$ cat config.mk
export PLATFORM = sky130hd
export DESIGN_NAME = interval_timer
export DESIGN_NICKNAME = d
export VERILOG_FILES = /design/src/rtl/tmr_pkg.sv /design/src/rtl/tmr_prescaler.sv /design/src/rtl/tmr_rate_sel.sv /design/src/rtl/tmr_counter.sv /design/src/rtl/interval_timer.sv
export SDC_FILE = /design/constraint.sdc
export NUM_CORES = 1
export LEC_CHECK = 0
export CAP_MARGIN = 10
export CORE_MARGIN = 1.5
export CORE_UTILIZATION = 50
export DETAILED_ROUTE_END_ITERATION = 10
export DONT_BUFFER_PORTS = 1
export PLACE_DENSITY = 0.69
export SYNTH_ARGS = -nofsm -noshare
export SYNTH_HDL_FRONTEND = slang
export SYNTH_SLANG_ARGS = --single-unit
$ cat constraint.sdc
create_clock -name clk -period 2.4 [get_ports clk]
set_clock_uncertainty 0.2 [all_clocks]
set_input_delay 0 -clock clk [delete_from_list [all_inputs] [get_ports clk]]
set_output_delay 0 -clock clk [all_outputs]
set_load 0.01 [all_outputs]
$ cat src/rtl/tmr_pkg.sv
package tmr_pkg;
  localparam int NUM_RATES = 4;
  localparam int CTL_W     = 3;
  localparam int CTL_EN    = 2;

  typedef enum logic [1:0] {
    OFS_DIV = 2'd0,
    OFS_CNT = 2'd1,
    OFS_MOD = 2'd2,
    OFS_CTL = 2'd3
  } reg_ofs_e;
endpackage

$ cat src/rtl/tmr_prescaler.sv
module tmr_prescaler #(
  parameter int DATA_W  = 8,
  parameter int DIV_LSB = 8,
  parameter int NRATE   = 4,
  parameter logic [NRATE*8-1:0] TAPS = {8'd7, 8'd5, 8'd3, 8'd9}
) (
  input  logic              clk,
  input  logic              rst,
  input  logic              clear,
  input  logic              hold,
  output logic [DATA_W-1:0] div_byte,
  output logic [NRATE-1:0]  tap_bits
);
  localparam int PRESC_W = DIV_LSB + DATA_W;

  logic [PRESC_W-1:0] cnt;

  always_ff @(posedge clk) begin
    if (rst || clear || hold) cnt <= '0;
    else                      cnt <= cnt + 1'b1;
  end

  assign div_byte = cnt[DIV_LSB +: DATA_W];

  for (genvar g = 0; g < NRATE; g++) begin : g_tap
    localparam int TI = int'(TAPS[g*8 +: 8]);
    assign tap_bits[g] = cnt[TI];
  end
endmodule

$ cat src/rtl/tmr_rate_sel.sv
module tmr_rate_sel #(
  parameter int NRATE = 4,
  localparam int SEL_W = $clog2(NRATE)
) (
  input  logic             clk,
  input  logic             rst,
  input  logic [NRATE-1:0] tap_bits,
  input  logic [SEL_W-1:0] sel,
  input  logic             enable,
  output logic             tick
);
  logic tap_now;
  logic tap_q;

  assign tap_now = tap_bits[sel];

  always_ff @(posedge clk) begin
    if (rst) tap_q <= 1'b0;
    else     tap_q <= tap_now;
  end

  assign tick = enable && tap_now && !tap_q;
endmodule

$ cat src/rtl/tmr_counter.sv
module tmr_counter #(
  parameter int DATA_W = 8
) (
  input  logic              clk,
  input  logic              rst,
  input  logic              tick,
  input  logic              cnt_we,
  input  logic              mod_we,
  input  logic [DATA_W-1:0] wdata,
  output logic [DATA_W-1:0] count,
  output logic [DATA_W-1:0] modulo,
  output logic              irq
);
  localparam logic [DATA_W-1:0] TOP = '1;

  always_ff @(posedge clk) begin
    if (rst) begin
      count  <= '0;
      modulo <= '0;
      irq    <= 1'b0;
    end else begin
      irq <= 1'b0;
      if (mod_we) modulo <= wdata;
      if (cnt_we) begin
        count <= wdata;
      end else if (tick) begin
        if (count == TOP) begin
          count <= modulo;
          irq   <= 1'b1;
        end else begin
          count <= count + 1'b1;
        end
      end
    end
  end
endmodule

$ cat src/rtl/interval_timer.sv
module interval_timer
  import tmr_pkg::*;
#(
  parameter int DATA_W  = 8,
  parameter int DIV_LSB = 8,
  parameter int ADDR_W  = 2,
  parameter logic [NUM_RATES*8-1:0] RATE_TAPS = {8'd7, 8'd5, 8'd3, 8'd9}
) (
  input  logic              clk,
  input  logic              rst,
  input  logic [ADDR_W-1:0] bus_addr,
  input  logic              bus_wr,
  input  logic [DATA_W-1:0] bus_wdata,
  output logic [DATA_W-1:0] bus_rdata,
  input  logic              stop_mode,
  output logic              irq
);
  localparam int SEL_W = $clog2(NUM_RATES);

  logic                 wr_div, wr_cnt, wr_mod, wr_ctl;
  logic [DATA_W-1:0]    div_byte, tmr_cnt, tmr_mod, rd_mux;
  logic [NUM_RATES-1:0] tap_bits;
  logic [CTL_W-1:0]     ctl_q;
  logic                 tick;

  assign wr_div = bus_wr && (bus_addr == ADDR_W'(OFS_DIV));
  assign wr_cnt = bus_wr && (bus_addr == ADDR_W'(OFS_CNT));
  assign wr_mod = bus_wr && (bus_addr == ADDR_W'(OFS_MOD));
  assign wr_ctl = bus_wr && (bus_addr == ADDR_W'(OFS_CTL));

  always_ff @(posedge clk) begin
    if (rst)         ctl_q <= '0;
    else if (wr_ctl) ctl_q <= bus_wdata[CTL_W-1:0];
  end

  tmr_prescaler #(
    .DATA_W(DATA_W), .DIV_LSB(DIV_LSB), .NRATE(NUM_RATES), .TAPS(RATE_TAPS)
  ) u_presc (
    .clk(clk), .rst(rst), .clear(wr_div), .hold(stop_mode),
    .div_byte(div_byte), .tap_bits(tap_bits)
  );

  tmr_rate_sel #(.NRATE(NUM_RATES)) u_rate (
    .clk(clk), .rst(rst), .tap_bits(tap_bits),
    .sel(ctl_q[SEL_W-1:0]), .enable(ctl_q[CTL_EN]), .tick(tick)
  );

  tmr_counter #(.DATA_W(DATA_W)) u_cnt (
    .clk(clk), .rst(rst), .tick(tick), .cnt_we(wr_cnt), .mod_we(wr_mod),
    .wdata(bus_wdata), .count(tmr_cnt), .modulo(tmr_mod), .irq(irq)
  );

  always_comb begin
    case (bus_addr)
      ADDR_W'(OFS_DIV): rd_mux = div_byte;
      ADDR_W'(OFS_CNT): rd_mux = tmr_cnt;
      ADDR_W'(OFS_MOD): rd_mux = tmr_mod;
      default:          rd_mux = {{(DATA_W-CTL_W){1'b1}}, ctl_q};
    endcase
  end

  always_ff @(posedge clk) begin
    if (rst) bus_rdata <= '0;
    else     bus_rdata <= rd_mux;
  end
endmodule

# == Yosys cells after proc, flatten, opt, wreduce, memory -nomap -nowiden ==
# Cells that the tools add are included.
# word_totals
regBits,45
latch_bits,0
ram_bits,0
romBits,0
input_bits,14
output_inout_bits,9
mem_count,0
# classes
n_addsub,2
n_mul,0
n_div,0
magnitude_cmp,1
n_eq_ne,4
shifts,0
n_mux,7
n_bitwise,1
reduce_logical,12
# op_table
op,n
two-way mux 8 bit,3
case mux 8 bit (3 select lines),1
"adder 16 x 1 -> 16 bit, second input constant",1
"adder 8 x 1 -> 8 bit, second input constant",1
"equality test 8 bit, second input constant",1
logical AND 1 bit,6
"equality test 2 bit, second input constant",2
"less-than comparator 2 x 3 -> 1 bit, second input constant",1
OR reduction 3 bit,1
binary-select mux 1 bit (select 2 bit),1
"equality test 2 x 1 -> 1 bit, second input constant",1
zero test 2 bit,1
logical OR 1 bit,2
two-way mux 1 bit,2
nonzero test 2 bit,1
zero test 1 bit,1
inverter 1 bit,1

# == Depth between registers and ports, before layout ==
# logic_depth
ltp_word,6
ltp_mapped,5
ltp_nobuf,5

# == Cells and area by module ==
# From an unflattened synthesis, not the netlist that was laid out.
# unflattened
hier_cells,246
area_unflattened_um2,2307.2
# by_module_without_submodules
module,n_inst,cells_each,area_per_inst_um2,seq_area_each_um2
tmr_counter,1,96,863.3,340.3
tmr_prescaler,1,94,817.0,320.3
interval_timer,1,52,569.3,220.2
tmr_rate_sel,1,4,57.6,20.0

# == Worst setup path before layout ==
# No wires, ideal clock.
# synth_timing
path_kind,register -> register
startpoint,reg ctl_q[1]
endpoint,reg u_cnt.count[6]
setup_ns,0.101
t_arrival_ns,1.351
required_time_ns,2.099
path_slack_ns,0.748
stages_incl_launch_ff,5
n_path_buf,0
cell_sequence,dfxtp_1 mux2_2 a22oi_2 a2111oi_0 o41ai_1
# synth_between
elab_chain_cells,5
# synth_rtl
element,line,rtl
from (decl),interval_timer.sv:23,logic [CTL_W-1:0] ctl_q;
from (signal assigned),interval_timer.sv:33,else if (wr_ctl) ctl_q <= bus_wdata[CTL_W-1:0];
binary-select mux 1 bit (select 2 bit),tmr_rate_sel.sv:15,assign tap_now = tap_bits[sel];
two-way mux 1 bit (not written as such),tmr_rate_sel.sv:15,
logical AND 1 bit (2 in series),tmr_rate_sel.sv:22,assign tick = enable && tap_now && !tap_q;
nonzero test 2 bit (no source line),--,
to (signal assigned),tmr_counter.sv:25,count <= wdata;
to (signal assigned),tmr_counter.sv:28,count <= modulo;
to (signal assigned),tmr_counter.sv:31,count <= count + 1'b1;
to (decl),tmr_counter.sv:10,"output logic [DATA_W-1:0] count,"
# Every way passes these cells. The select of a mux whose other input is x is not followed.
# A chain may end at the register's enable or synchronous reset.

==> impl_metrics.prom <==
# TYPE chip_impl_metric gauge
chip_impl_metric{name="clock_sink_count",unit=""} 45
chip_impl_metric{name="cts_inserted_buffers",unit=""} 5
chip_impl_info{name="timing.critical_path.cells",value="dlygate4sd3_1 > inv_1 > and3_1 > a41oi_1 > o21ai_0"} 1
chip_impl_metric{name="fp.dieArea",unit="µm²"} 4650
chip_impl_metric{name="critical_path.max_stage_delay",unit="ns"} 1.01
chip_impl_metric{name="met2WireLength",unit="µm"} 2240
chip_impl_metric{name="post_synth_inst_count",unit=""} 226
chip_impl_metric{name="via_count",unit=""} 1766
chip_impl_info{name="run_status",value="completed"} 1
chip_impl_metric{name="clkSlewWorstSetupHoldPaths",unit="ns"} 0.09
chip_impl_info{name="worstHoldEndpoint",value="u_presc.cnt[13]"} 1
chip_impl_metric{name="yosys_warnings",unit=""} 0
chip_impl_metric{name="worstSkewPairLatency",unit="ns"} 0.30
chip_impl_info{name="maxUsedRoutingLayer",value="met4"} 1
chip_impl_metric{name="synthToLayoutAreaGrowth",unit="%"} 14.3
chip_impl_metric{name="synth_enable_flop_cells",unit=""} 0
chip_impl_metric{name="crit_buf_inv",unit=""} 2
chip_impl_metric{name="hold_viol_final",unit=""} 0
chip_impl_metric{name="htree_num_levels",unit=""} 2
chip_impl_metric{name="route.antenna.remaining_nets",unit=""} 0
chip_impl_info{name="setup.worst_path.end_class",value="flip-flop"} 1
chip_impl_metric{name="initial_core_util",unit="%"} 52.7
chip_impl_metric{name="synth.net_count",unit=""} 242
chip_impl_metric{name="max_clk_rate",unit="MHz"} 482
chip_impl_metric{name="netlist_area",unit="µm²"} 2120
chip_impl_metric{name="first_global_vias",unit=""} 1653
chip_impl_metric{name="ctsLongestPathBuffers",unit=""} 2
chip_impl_metric{name="timing.final.max_slew_violations",unit=""} 0
chip_impl_metric{name="yosysSeqAreaShare",unit="%"} 42.4
chip_impl_info{name="post-synth-top-area-cell",value="sky130_fd_sc_hd__dfxtp_1"} 1
chip_impl_metric{name="rr_worst_depth",unit=""} 4
chip_impl_metric{name="yosys_register_bits",unit=""} 45
chip_impl_metric{name="core-area",unit="µm²"} 4030
chip_impl_metric{name="finalSetupTns",unit="ns"} 0
chip_impl_metric{name="die_width",unit="µm"} 68.2
chip_impl_metric{name="fin_crit",unit="ns"} 2.07
chip_impl_info{name="synth.top_cells.by_area",value="sky130_fd_sc_hd__dfxtp_1 42%, sky130_fd_sc_hd__mux2i_1 6.6%, sky130_fd_sc_hd__nor2_1 5.3%"} 1
chip_impl_info{name="tritoncts",value="yes"} 1
chip_impl_info{name="reg2reg_from",value="ctl_q[2]"} 1
chip_impl_metric{name="grt_start_max_net_pins",unit=""} 18
chip_impl_metric{name="overflow",unit=""} 0
chip_impl_info{name="ys.flop_type",value="sky130_fd_sc_hd__dfxtp_1"} 1
chip_impl_metric{name="syn_area_per_cell",unit="µm²"} 9.40
chip_impl_info{name="worstReg2RegEnd",value="u_cnt.count[6]"} 1
chip_impl_metric{name="finalNetCount",unit=""} 253
chip_impl_metric{name="synth.top_cell.area_share",unit="%"} 42.4
chip_impl_metric{name="placementRows",unit=""} 23
chip_impl_metric{name="crit_fanout",unit=""} 17
chip_impl_metric{name="slew_headroom",unit="%"} 51.2
chip_impl_info{name="clock-root-buffer",value="sky130_fd_sc_hd__clkbuf_8"} 1
chip_impl_metric{name="yosys.cell_types.count",unit=""} 39
chip_impl_metric{name="wirelength_met1",unit="µm"} 2260
chip_impl_metric{name="crit_cells",unit=""} 5
chip_impl_metric{name="power_per_cell_area",unit="nW/µm²"} 646
chip_impl_metric{name="remaining_drc_errors",unit=""} 0
chip_impl_info{name="min_from",value="bus_wr"} 1
chip_impl_metric{name="die_h",unit="µm"} 68.2
chip_impl_metric{name="timing.final.setup_violations",unit=""} 0
chip_impl_metric{name="worstPathRequired",unit="ns"} 2.38
chip_impl_info{name="unrepaired_setup_endpoints_after_global_routing",value="no"} 1
chip_impl_info{name="setup.worst_path.start_class",value="input port"} 1
chip_impl_metric{name="finish.cell_count_without_fillers",unit=""} 289
chip_impl_metric{name="placed_wire_length_estimate_after_detailed_placement",unit="µm"} 3320
chip_impl_metric{name="placement.io_buffers",unit=""} 0
chip_impl_metric{name="met3RoutedLength",unit="µm"} 291
chip_impl_metric{name="viasPerCell",unit=""} 6.11
chip_impl_metric{name="final.fill_count",unit=""} 353
chip_impl_metric{name="async_reset_ff_share",unit="%"} 0
chip_impl_info{name="critPathSlowestCell",value="sky130_fd_sc_hd__dlygate4sd3_1"} 1
chip_impl_metric{name="ff2ff_setup_slack",unit="ns"} 0.53
chip_impl_metric{name="routed_wirelength",unit="µm"} 4850
chip_impl_metric{name="detail_route.wl_per_cell",unit="µm"} 16.8
chip_impl_metric{name="final_period_utilization",unit="%"} 86.4
chip_impl_metric{name="maxCapViolations",unit=""} 0
chip_impl_metric{name="drt_iter0_markers",unit=""} 194
chip_impl_metric{name="worst-slew-pin-transition",unit="ns"} 0.730
chip_impl_metric{name="gp_congestion",unit=""} 0.910
chip_impl_metric{name="worstHoldPathCells",unit=""} 4
chip_impl_metric{name="place.detailed.instances",unit=""} 266
chip_impl_metric{name="static_leak",unit="nW"} 0.925
chip_impl_metric{name="drive_gt1_share",unit="%"} 10.1
chip_impl_metric{name="worst_supply_voltage_drop_on_vdd",unit="mV"} 0.339
chip_impl_info{name="crit_type",value="input port to flip-flop"} 1
chip_impl_metric{name="grt_antenna_before_repair",unit=""} 1
chip_impl_info{name="critPathTopFamily",value="buffers and inverters"} 1
chip_impl_metric{name="cp_data_arrival_time",unit="ns"} 2.05
chip_impl_metric{name="num_io_pins",unit=""} 23
chip_impl_metric{name="drt-pass1-iter-count",unit=""} 5
chip_impl_metric{name="grt.total_usage",unit="%"} 23.1
chip_impl_metric{name="global_route_wire_length_before_repair",unit="µm"} 7890
chip_impl_info{name="hold_path.class",value="input port to flip-flop"} 1
flip-flops by register name, indices dropped and copies added, names as in the netlist:
signal        count
u_cnt.modulo      8
u_rate.tap_q      1
bus_rdata         8
u_cnt.irq         1
u_cnt.count       8
u_presc.cnt      16
ctl_q             3
power by group:
group | leakage (nW) | switching (mW) | internal [mW] | total [mW]
clock | 0.0681 | 0.257 | 0.413 | 0.671
sequential | 0.366 | 0.0251 | 0.767 | 0.792
combinational | 0.491 | 0.0530 | 0.0517 | 0.105
cell usage in the layout, fill, tap and decap left out, types with 4 or more instances in the layout:
| cell | count |
|---|---|
| sky130_fd_sc_hd__a211oi_1 | 4 |
| sky130_fd_sc_hd__a21oi_1 | 5 |
| sky130_fd_sc_hd__and2_1 | 4 |
| sky130_fd_sc_hd__and3_1 | 5 |
| sky130_fd_sc_hd__clkbuf_8 | 5 |
| sky130_fd_sc_hd__dfxtp_1 | 45 |
| sky130_fd_sc_hd__dlygate4sd3_1 | 14 |
| sky130_fd_sc_hd__mux2_2 | 6 |
| sky130_fd_sc_hd__mux2i_1 | 14 |
| sky130_fd_sc_hd__nand2_1 | 11 |
| sky130_fd_sc_hd__nand3_1 | 12 |
| sky130_fd_sc_hd__nand4_1 | 7 |
| sky130_fd_sc_hd__nor2_1 | 30 |
| sky130_fd_sc_hd__nor3_1 | 6 |
| sky130_fd_sc_hd__o21ai_0 | 11 |
| sky130_fd_sc_hd__o221a_2 | 5 |
| sky130_fd_sc_hd__or3_1 | 4 |
| sky130_fd_sc_hd__xor2_1 | 8 |
cells in the mapped netlist, types with 2 or more instances:
library cell	n
sky130_fd_sc_hd__o21a_1	2
sky130_fd_sc_hd__xnor2_1	2
sky130_fd_sc_hd__nand4_1	7
sky130_fd_sc_hd__or3_1	4
sky130_fd_sc_hd__nand3_1	12
sky130_fd_sc_hd__o41ai_1	2
sky130_fd_sc_hd__mux4_2	3
sky130_fd_sc_hd__nor2_1	30
sky130_fd_sc_hd__o211ai_1	3
sky130_fd_sc_hd__inv_1	2
sky130_fd_sc_hd__nor3b_1	3
sky130_fd_sc_hd__nand2_1	11
sky130_fd_sc_hd__xor2_1	8
sky130_fd_sc_hd__mux2_2	6
sky130_fd_sc_hd__and3_1	5
sky130_fd_sc_hd__and4_1	3
sky130_fd_sc_hd__mux2i_1	14
sky130_fd_sc_hd__o21ai_0	11
sky130_fd_sc_hd__a21oi_1	5
sky130_fd_sc_hd__clkbuf_1	9
sky130_fd_sc_hd__nor3_1	6
sky130_fd_sc_hd__a41oi_1	2
sky130_fd_sc_hd__and2_1	4
sky130_fd_sc_hd__buf_2	2
sky130_fd_sc_hd__o2111a_1	2
sky130_fd_sc_hd__and3b_1	2
sky130_fd_sc_hd__a211oi_1	4
sky130_fd_sc_hd__o221a_2	5
sky130_fd_sc_hd__dfxtp_1	45
sky130_fd_sc_hd__nand3b_1	2
sky130_fd_sc_hd__ha_1	2
cells by family (layout without fill, tap and decap cells):
group                    Yosys count  count (layout)  share of synthesized area, %
XOR/XNOR                          10              10                          4.13
other                              0               1                             0
AND/OR/NAND/NOR                   93              93                          22.7
AO/OA/AOI/OAI                     40              40                          14.1
buffers and inverters             13              25                          2.42
multiplexers                      23              23                          13.0
flip-flops                        45              45                          42.4
adder cells (fa/ha/maj)            2               2                          1.18
worst max path at each step:
stage | from | endpoint | slack (ns)
after global placement | ctl_q[2] | u_cnt.count[7] | 0.59
after CTS | rst | u_cnt.count[1] | 0.35
after detailed placement | ctl_q[2] | u_cnt.count[6] | 0.56
final | rst | u_cnt.count[1] | 0.33
after global routing | rst | u_cnt.count[1] | 0.15
after floorplan | ctl_q[1] | u_cnt.count[6] | 0.75
metal layers:
metal  track usage, %  vias up
li1                 -      863
met1             30.6      835
met2             35.9       63
met3             6.74        5
met4             8.00        0
met5                0        -
repair_timing:
action                    CTS  global route
setup buffers               0             0
hold buffers               14             0
gates resized for setup     0             0
hold endpoints to repair   45             0
worst reg2reg max path: cells and delay by family, from the launching register on:
kind               cells  cell delay (ns)
AOI/OAI and AO/OA      3             0.75
DFF                    1             0.39
and+or+nand+nor        1             0.39
final cells by class:
| cell class | count | area [µm²] | area share, % |
|---|---|---|---|
| diodes | 1 | 2.50 | 0.103 |
| clock buffers | 5 | 68.8 | 2.84 |
| clock inverters | 3 | 65.1 | 2.68 |
| inverters | 2 | 7.51 | 0.309 |
| multi-input cells | 168 | 1170 | 48.3 |
| flip-flops and latches | 45 | 901 | 37.1 |
| well taps | 50 | 62.6 | 2.58 |
| repair buffers | 15 | 148 | 6.09 |
through the flow:
step | instance area (µm²) | utilization (%) | hold slack [ns] | setup slack, ns | power (mW)
after floorplan | 2120 | - | -0.0728 | 0.748 | 0.871
after global placement | 2150 | 53.4 | -0.124 | 0.595 | 0.881
after detailed placement | 2150 | 53.4 | -0.123 | 0.558 | 0.881
after CTS | 2420 | 60.2 | 0.00651 | 0.349 | 1.58
after global routing | 2430 | 60.2 | 0.0677 | 0.151 | 1.62
final | 2430 | 60.2 | 0.0207 | 0.326 | 1.57
(Power assumes the default switching activity.)
